`src/rtl/opshift_pkg.sv`:
```
package opshift_pkg;

    localparam int unsigned DEF_DATA_W = 32;
    localparam int unsigned DEF_AMT_W  = 8;
    localparam int unsigned KIND_W     = 3;

    typedef enum logic [KIND_W-1:0] {
        SHK_LSL = 3'd0,
        SHK_LSR = 3'd1,
        SHK_ASR = 3'd2,
        SHK_ROR = 3'd3,
        SHK_RRX = 3'd4
    } shift_kind_e;

    // how the right-shift network fills vacated upper bits
    typedef struct packed {
        logic wrap;      // 1: bits leaving bit 0 re-enter at the top
        logic fill_bit;  // fill value when wrap is 0
    } core_mode_t;

    function automatic logic kind_is_shift(input shift_kind_e k);
        return (k == SHK_LSL) || (k == SHK_LSR) || (k == SHK_ASR) || (k == SHK_ROR);
    endfunction

endpackage

```
`src/rtl/opshift_core.sv`:
```
module opshift_core
    import opshift_pkg::*;
#(
    parameter int unsigned WIDTH = DEF_DATA_W,
    localparam int unsigned SW   = $clog2(WIDTH)
) (
    input  logic [WIDTH-1:0] src_i,
    input  logic [SW-1:0]    dist_i,
    input  core_mode_t       mode_i,
    output logic [WIDTH-1:0] dst_o
);

    logic [WIDTH-1:0] stage [0:SW];

    assign stage[0] = src_i;

    for (genvar k = 0; k < SW; k++) begin : g_stage
        localparam int unsigned D = 1 << k;
        logic [WIDTH-1:0] moved;
        assign moved = mode_i.wrap
                     ? {stage[k][D-1:0], stage[k][WIDTH-1:D]}
                     : {{D{mode_i.fill_bit}}, stage[k][WIDTH-1:D]};
        assign stage[k+1] = dist_i[k] ? moved : stage[k];
    end

    assign dst_o = stage[SW];

endmodule

```
`src/rtl/opshift_pick.sv`:
```
module opshift_pick
    import opshift_pkg::*;
#(
    parameter int unsigned WIDTH = DEF_DATA_W,
    localparam int unsigned SW   = $clog2(WIDTH)
) (
    input  logic [WIDTH-1:0] src_i,
    input  logic [SW-1:0]    dist_i,
    output logic             bit_o
);

    // last bit leaving the low end of a right shift by dist_i (dist_i != 0)
    logic [SW-1:0] idx;

    assign idx   = dist_i - 1'b1;
    assign bit_o = src_i[idx];

endmodule

```
`src/rtl/opshift_top.sv`:
```
module opshift_top
    import opshift_pkg::*;
#(
    parameter int unsigned DATA_W = DEF_DATA_W,
    parameter int unsigned AMT_W  = DEF_AMT_W
) (
    input  logic [DATA_W-1:0] value_i,
    input  logic [KIND_W-1:0] kind_i,
    input  logic [AMT_W-1:0]  amount_i,
    input  logic              carry_i,
    output logic [DATA_W-1:0] result_o,
    output logic              carry_o
);

    localparam int unsigned SH_W = $clog2(DATA_W);

    function automatic logic [DATA_W-1:0] flip(input logic [DATA_W-1:0] v);
        logic [DATA_W-1:0] r;
        for (int i = 0; i < DATA_W; i++) r[i] = v[DATA_W-1-i];
        return r;
    endfunction

    shift_kind_e       kind;
    logic              is_left;
    logic [DATA_W-1:0] net_src;
    logic [DATA_W-1:0] net_dst;
    logic [DATA_W-1:0] net_out;
    core_mode_t        mode;
    logic              last_out;
    logic [SH_W-1:0]   dist_low;
    logic              dist_zero;
    logic              dist_eq_w;
    logic              dist_ge_w;
    logic              low_zero;
    logic              sign;

    assign kind      = shift_kind_e'(kind_i);
    assign is_left   = (kind == SHK_LSL);
    assign sign      = value_i[DATA_W-1];
    assign dist_low  = amount_i[SH_W-1:0];
    assign low_zero  = (dist_low == '0);
    assign dist_zero = (amount_i == '0);
    assign dist_eq_w = (amount_i == AMT_W'(DATA_W));
    assign dist_ge_w = (amount_i >= AMT_W'(DATA_W));

    assign net_src       = is_left ? flip(value_i) : value_i;
    assign mode.wrap     = (kind == SHK_ROR);
    assign mode.fill_bit = (kind == SHK_ASR) ? sign : 1'b0;

    opshift_core #(.WIDTH(DATA_W)) u_core (
        .src_i  (net_src),
        .dist_i (dist_low),
        .mode_i (mode),
        .dst_o  (net_dst)
    );

    opshift_pick #(.WIDTH(DATA_W)) u_pick (
        .src_i  (net_src),
        .dist_i (dist_low),
        .bit_o  (last_out)
    );

    assign net_out = is_left ? flip(net_dst) : net_dst;

    always_comb begin
        result_o = value_i;
        carry_o  = carry_i;
        unique case (kind)
            SHK_LSL, SHK_LSR: begin
                if (dist_zero) begin
                    result_o = value_i;
                    carry_o  = carry_i;
                end else if (dist_eq_w) begin
                    result_o = '0;
                    carry_o  = net_src[DATA_W-1];
                end else if (dist_ge_w) begin
                    result_o = '0;
                    carry_o  = 1'b0;
                end else begin
                    result_o = net_out;
                    carry_o  = last_out;
                end
            end
            SHK_ASR: begin
                if (dist_zero) begin
                    result_o = value_i;
                    carry_o  = carry_i;
                end else if (dist_ge_w) begin
                    result_o = {DATA_W{sign}};
                    carry_o  = sign;
                end else begin
                    result_o = net_out;
                    carry_o  = last_out;
                end
            end
            SHK_ROR: begin
                if (dist_zero) begin
                    result_o = value_i;
                    carry_o  = carry_i;
                end else if (low_zero) begin
                    result_o = value_i;
                    carry_o  = sign;
                end else begin
                    result_o = net_out;
                    carry_o  = last_out;
                end
            end
            SHK_RRX: begin
                result_o = {carry_i, value_i[DATA_W-1:1]};
                carry_o  = value_i[0];
            end
            default: begin
                result_o = value_i;
                carry_o  = carry_i;
            end
        endcase
    end

    // checks on the assembled output against the operand
    always_comb begin
        if (kind == SHK_LSL && !dist_zero && !dist_ge_w)
            assert_lsl_zero_lsb_R1 : assert (result_o[0] == 1'b0);
        if (kind == SHK_LSR && !dist_zero && !dist_ge_w)
            assert_lsr_zero_msb_R2 : assert (result_o[DATA_W-1] == 1'b0);
        if (kind == SHK_ASR)
            assert_asr_sign_kept_R3 : assert (result_o[DATA_W-1] == sign);
        if (kind == SHK_ROR)
            assert_ror_ones_kept_R4 : assert ($countones(result_o) == $countones(value_i));
        if (kind == SHK_RRX)
            assert_rrx_ones_kept_R6 : assert ($countones({carry_o, result_o}) == $countones({carry_i, value_i}));
        if (kind_is_shift(kind) && dist_zero)
            assert_zero_dist_carry_R7 : assert (carry_o == carry_i);
    end

endmodule

```
`config.mk`:
```
export PLATFORM = sky130hd
export DESIGN_NAME = opshift_top
export DESIGN_NICKNAME = d
export VERILOG_FILES = /design/src/rtl/opshift_pkg.sv /design/src/rtl/opshift_core.sv /design/src/rtl/opshift_pick.sv /design/src/rtl/opshift_top.sv
export SDC_FILE = /design/constraint.sdc
export NUM_CORES = 1
export LEC_CHECK = 0
export CAP_MARGIN = 0
export CORE_ASPECT_RATIO = 0.6
export CORE_UTILIZATION = 47
export DETAILED_ROUTE_END_ITERATION = 6
export DONT_BUFFER_PORTS = 1
export PLACE_DENSITY_LB_ADDON = 0.25
export SETUP_SLACK_MARGIN = 0.2
export SLEW_MARGIN = 25
export SYNTH_ARGS = -nofsm -noshare
export SYNTH_HDL_FRONTEND = slang
export SYNTH_HIERARCHICAL = 1
export SYNTH_SLANG_ARGS = --single-unit
```
`constraint.sdc`:
```
create_clock -name vclk -period 5.7
set_clock_uncertainty 0.05 [all_clocks]
set_input_delay 1.14 -clock vclk [all_inputs]
set_output_delay 1.14 -clock vclk [all_outputs]
set_load 0.01 [all_outputs]
```
==> results_dict.tcl, run 1 <==
set metrics [dict create \
    grt_overflow 0 \
    status "complete, no violations" \
    cellPowerDensity_nw_per_um2 107 \
    synth_top_area_share_pct 16.8 \
    hold_path_depth 1 \
    drt_first_pass_iters 5 \
    rsz0062_at_grt "false" \
    layout.cells.most_common "nand2_1" \
    min_period_over_period_pct 94.6 \
    synth_top_family_by_area "multiplexers" \
    groute.usage.overall_pct 35.9 \
    dpl.hpwl_um 14400 \
    synth_mux_area_share_pct 36.2 \
    multi_input_area_um2 4310 \
    fillCellCount 931 \
    yosys.area.top_type "mux4_2" \
    grt_pass1_wl_um 27600 \
    slew_violations 0 \
    synth.cell_area_um2 4690 \
    final.setup.tns_ns 0 \
    n_antenna_cell 0 \
    area_delta_synth_final_pct -2.46 \
    die_area_um2 10400 \
    hold_end "result_o[25]" \
    synth_area_leaders "mux4_2, nand2_1, mux2i_1, a21oi_1, mux4_1" \
    final_cell_mix "nand2_1, a21oi_1, mux2i_1" \
    vias 5159 \
    synth.distinct_cells 58 \
    start_kind "input port" \
    start_util_pct 49.7 \
    die-height_um 79.4 \
    hold_path_class "in -> out" \
    maxCapViolations 0 \
    first_iter_violations 787 \
    drive_above_1_share_pct 18.5 \
    fin_crit_ns 5.39 \
    tightestPinTransition_ns 1.00 \
    worst_hold_slack_ns 2.35 \
    vdd_drop_max_uv 40.6 \
    synth_fa_ha_area_share_pct 0.267 \
    syn_avg_cell_area_um2 7.34 \
    yosysSeqAreaShare_pct 0 \
    fin_total_pwr_uw 491 \
    yosys.area_share.simple_pct 22.5 \
    antenna_found_initial 0 \
    crit_fanout 36 \
    cp_data_arrival_time_ns 4.20 \
    place.gp.congestion 1.04 \
    p_leak_nw 1.84 \
    min-delay-start "value_i[25]" \
    drc_errors 0 \
    grt_pass1_vias 4474 \
    max-slew-margin-rel_pct 33.0 \
    hold_violations 0 \
    routed_wirelength_um 18400 \
    cts_setup_buffers 0 \
    fp.dieW_um 131 \
    final_nets 632 \
    syn_nets 684 \
    clockBufferCount 0 \
    synth-compound-area-share_pct 32.1 \
    n_sequential_cell 0 \
    antenna_left 0 \
    io_pins 77 \
    core_um2 9430 \
    setup_violations 0 \
    syn_inst 639 \
    synth_xor_area_share_pct 0.721 \
    regArea_um2 0 \
    io_buffers 0 \
    routed_via_density 7.22 \
    grt_start_max_net_pins 49 \
    std_cell_rows 27 \
    endpoint_kind "output port" \
    crit_type "in -> out" \
    required_ns 4.51 \
    wl_per_cell_um 25.7 \
    yosys_warnings 6 \
    max_freq_mhz 185 \
]
-- Yosys cell counts (all sizes together), types with 16 or more instances --
cell type  instances
buf               35
o21ai             44
nor2              28
o2bb2a            16
clkbuf            28
o211ai            18
mux2              18
mux2i             47
mux4              44
nand2            200
a21oi             58
a31o              17
-- critical path, cell delays in order --
cell      delay [ns]
or3_4           0.54
nand2_1         0.13
nand2_1         0.25
mux4_2          0.53
and2_1          0.17
o22ai_1         0.44
a21o_1          0.21
o21ai_0         0.12
mux2i_1         0.43
o211ai_1        0.22
-- stage by stage --
stage	setup slack [ns]	instances	cell area, um^2	utilization, %
after floorplan	0.276	639	4690	-
after global placement	0.229	715	4570	48.5
after detailed placement	0.198	715	4570	48.5
after CTS	0.451	715	4570	48.5
after global routing	0.295	715	4570	48.5
final	0.309	715	4570	48.5
-- cell families after synthesis --
group | count (synthesis)
AND/OR/NAND/NOR | 254
AO/OA/AOI/OAI | 201
multiplexers | 109
buffers and inverters | 71
XOR/XNOR | 3
adder cells (fa/ha/maj) | 1
-- repair_timing --
action / 4_1_cts / 5_1_grt
gates resized for setup: 1 / 0
endpoints found under the setup margin: 1 / 0
hold buffers: 0 / 0
-- how the worst max path moves through the flow --
stage | to | slack (ns) | cells after the start | start
2_1_floorplan | carry_o | 0.28 | 12 | kind_i[0]
3_3_place_gp | carry_o | 0.23 | 9 | kind_i[0]
3_5_place_dp | carry_o | 0.20 | 9 | kind_i[0]
4_1_cts | carry_o | 0.45 | 9 | amount_i[0]
5_1_grt | result_o[10] | 0.30 | 9 | kind_i[0]
6_report | result_o[5] | 0.31 | 10 | kind_i[0]
-- report_power, final --
| part | switching, mW | internal, mW | total, mW |
|---|---|---|---|
| logic | 0.286 | 0.205 | 0.491 |
| clock network | 0 | 0 | 0 |
| registers | 0 | 0 | 0 |
-- area by class of cell --
cell class,count,share of cell area [%]
tap,130,3.56
multi-input combinational,568,94.3
timing repair buffer,9,1.48
inverter,8,0.657
-- per-layer routing --
metal  vias to the layer above  part of all wire [%]  GRT usage, %
met1                      2456                    43          54.4
met2                       402                    38          47.9
li1                       2276                     -             -
met4                         2                  0.97          2.18
met5                         -                  0.54          8.02
met3                        23                    17          13.7
(Power assumes the default switching activity.)
==> run 2, diff against run 1 <==
--- a/config.mk
+++ b/config.mk
@@ -5,6 +5,7 @@
 export SDC_FILE = /design/constraint.sdc
 export NUM_CORES = 1
 export LEC_CHECK = 0
+export ABC_AREA = 1
 export CAP_MARGIN = 0
 export CORE_ASPECT_RATIO = 0.6
 export CORE_UTILIZATION = 47
==> run 2 against run 1 <==
Effect of this change: the flow now finishes with violations (design-rule violations); worst setup slack gained 0.14 ns; utilization is 1.3 points higher; wire length rose by 17%; global-route usage increased by 5.8 points; combinational power barely moved; worst hold slack improved by 0.012 ns; synthesized cell count grew 59%; non-clock buffer count is 27 higher; maximum frequency increased by 2.7%; sequential share of layout area stayed put; design area increased by 2.3%.
==> results_dict.tcl, run 2 <==
set metrics [dict create \
    status "complete, but fails checks" \
    violations "design-rule violations" \
    drc_errors 6 \
    seq_power_share_pct 0 \
    syn_nets 1058 \
    cp_data_arrival_time_ns 4.06 \
    fin_crit_ns 5.25 \
    cts_resized 0 \
    fp.dieW_um 130 \
    grt_start_max_net_pins 92 \
    swShare_pct 69.7 \
    start_kind "input port" \
    grt_pass1_wl_um 32700 \
    regArea_um2 0 \
    crit_fanout 91 \
    synth.cell_area_um2 4640 \
    antenna_left 0 \
    routed_via_density 6.19 \
    yosys-top-cells-count "nand2_1, nand3_1, inv_1" \
    p_leak_nw 2.65 \
    cellPowerDensity_nw_per_um2 104 \
    synth.most_common_cell "nand2_1" \
    die_area_um2 10300 \
    io_pins 77 \
    crit_cells 17 \
    yosys.area.top_type "nand2_1" \
    maxCapViolations 0 \
    dpl.hpwl_um 16600 \
    holdBufCountCts 0 \
    cp_slowest_stage_delay_ns 0.73 \
    yosysSeqAreaShare_pct 0 \
    drt_first_pass_iters 7 \
    first_iter_violations 1320 \
    p_int_uw 148 \
    start_util_pct 49.4 \
    setup.worst_path.end "result_o[25]" \
    drive_above_1_share_pct 7.01 \
    synth_area_leaders "nand2_1, nand3_1, inv_1, o21ai_0, buf_2" \
    hold_path_class "in -> out" \
    groute.usage.overall_pct 41.7 \
    cp_top_family "simple AND/OR/NAND/NOR gates" \
    layout.cells.most_common "nand2_1" \
    vias 6892 \
    place.gp.congestion 1.08 \
    cts_setup_buffers 0 \
    syn_avg_cell_area_um2 4.58 \
    die-height_um 79.0 \
    core_um2 9390 \
    dp_cells 1114 \
    routed_wirelength_um 21400 \
    final_cells 1114 \
    rsz0062_at_grt "false" \
    n_antenna_cell 0 \
    syn_inst 1013 \
    pwr-share-clk_pct 0 \
    tightestPinTransition_ns 1.00 \
    required_ns 4.51 \
    crit_type "in -> out" \
    crit_buf_inv 2 \
    std_cell_rows 27 \
    area_delta_synth_final_pct 0.728 \
    crit_chain "nor2_2 -> nand2_2 -> buf_12 -> o21ai_0 -> nand2_1 -> nand3_1 -> nand3_1 -> nand3_1 -> nand3_1 -> nand2_1 -> nand2_1 -> nand2_1 -> nand2_1 -> nand3_1 -> nand3_1 -> a22oi_1 -> buf_4" \
    startpoint "kind_i[1]" \
    hold_violations 0 \
    wl_per_cell_um 19.2 \
    endpoint_kind "output port" \
    final_cell_mix "nand2_1, nand3_1, inv_1" \
    max-slew-margin-rel_pct 33.3 \
    dpl_worst_slack_ns 0.730 \
    synth.distinct_cells 32 \
    grt_pass1_vias 5801 \
    combPwrFrac_pct 100.0 \
    max_freq_mhz 190 \
    power.switching_uw 341 \
    yosys_warnings 6 \
    grt_overflow 0 \
    vdd_drop_max_uv 44.9 \
    critPathMostFrequentCell "nand3_1" \
    min_period_over_period_pct 92.1 \
    clockBufferCount 0 \
    finalWorstSetupSlack_ns 0.450 \
    io_buffers 0 \
    crit_path_top_delay_cell "o21ai_0" \
    setup_violations 0 \
    slew_violations 0 \
    final_nets 1031 \
    antenna_found_initial 0 \
    n_sequential_cell 0 \
    synth_top_area_share_pct 32.1 \
    final.setup.tns_ns 0 \
]
-- run 2: changes by cell type after synthesis, sizes merged, moves of 14 or more --
cell and change:
a21oi -36, a31o -17, buf +24, clkbuf -22, inv +83, mux2 -18, mux2i -47, mux4 -44
nand2 +212, nand3 +286, nand4 +14, nor2 +18, o211ai -17, o2bb2a -16
-- run 2: cell type report --
type | instances | area, um^2
inverters | 92 | 353
multi-input cells | 856 | 3880
repair buffers | 36 | 283
fillers | 1113 | 4710
well taps | 130 | 163
-- run 2: through the flow --
stage,area (um^2),util (%),total power [mW],hold slack (ns)
after floorplan,4640,-,0.350,2.35
after global placement,4680,49.8,0.462,2.36
after detailed placement,4680,49.8,0.459,2.36
after CTS,4680,49.8,0.461,2.36
after global routing,4680,49.8,0.528,2.36
final,4680,49.8,0.488,2.36
-- run 2: logic make-up (layout without fill, tap and decap cells) --
logic type | count (synthesis) | in the layout | synth area share [%]
simple gates | 767 | 767 | 72.7
buf+inv | 157 | 128 | 16.5
compound gates | 85 | 85 | 10.0
xor+xnor | 3 | 3 | 0.566
fa+ha+maj | 1 | 1 | 0.269
-- run 2: how the worst min path moves through the flow --
stage / startpoint / end / slack, ns / cells after the start
6_report: value_i[12] / result_o[12] / 2.36 / 2
5_1_grt: value_i[3] / result_o[3] / 2.36 / 2
4_1_cts: value_i[12] / result_o[12] / 2.36 / 2
3_5_place_dp: value_i[12] / result_o[12] / 2.36 / 2
3_3_place_gp: value_i[3] / result_o[3] / 2.36 / 2
2_1_floorplan: value_i[10] / result_o[10] / 2.35 / 2
-- run 2: power groups by stage --
stage | registers (mW) | clock network (mW) | logic [mW]
2_1_floorplan | 0 | 0 | 0.350
3_3_place_gp | 0 | 0 | 0.462
3_5_place_dp | 0 | 0 | 0.459
4_1_cts | 0 | 0 | 0.461
5_1_grt | 0 | 0 | 0.528
6_report | 0 | 0 | 0.488
-- run 2: per-layer routing --
layer / track usage [%] / vias up / part of all wire, % / wire length, um
li1: - / 3258 / - / -
met1: 62.3 / 3044 / 43 / 9290
met2: 53.2 / 543 / 36 / 7800
met3: 18.5 / 47 / 19 / 3990
met4: 5.93 / 0 / 1.7 / 359
met5: 0 / - / 0 / 0
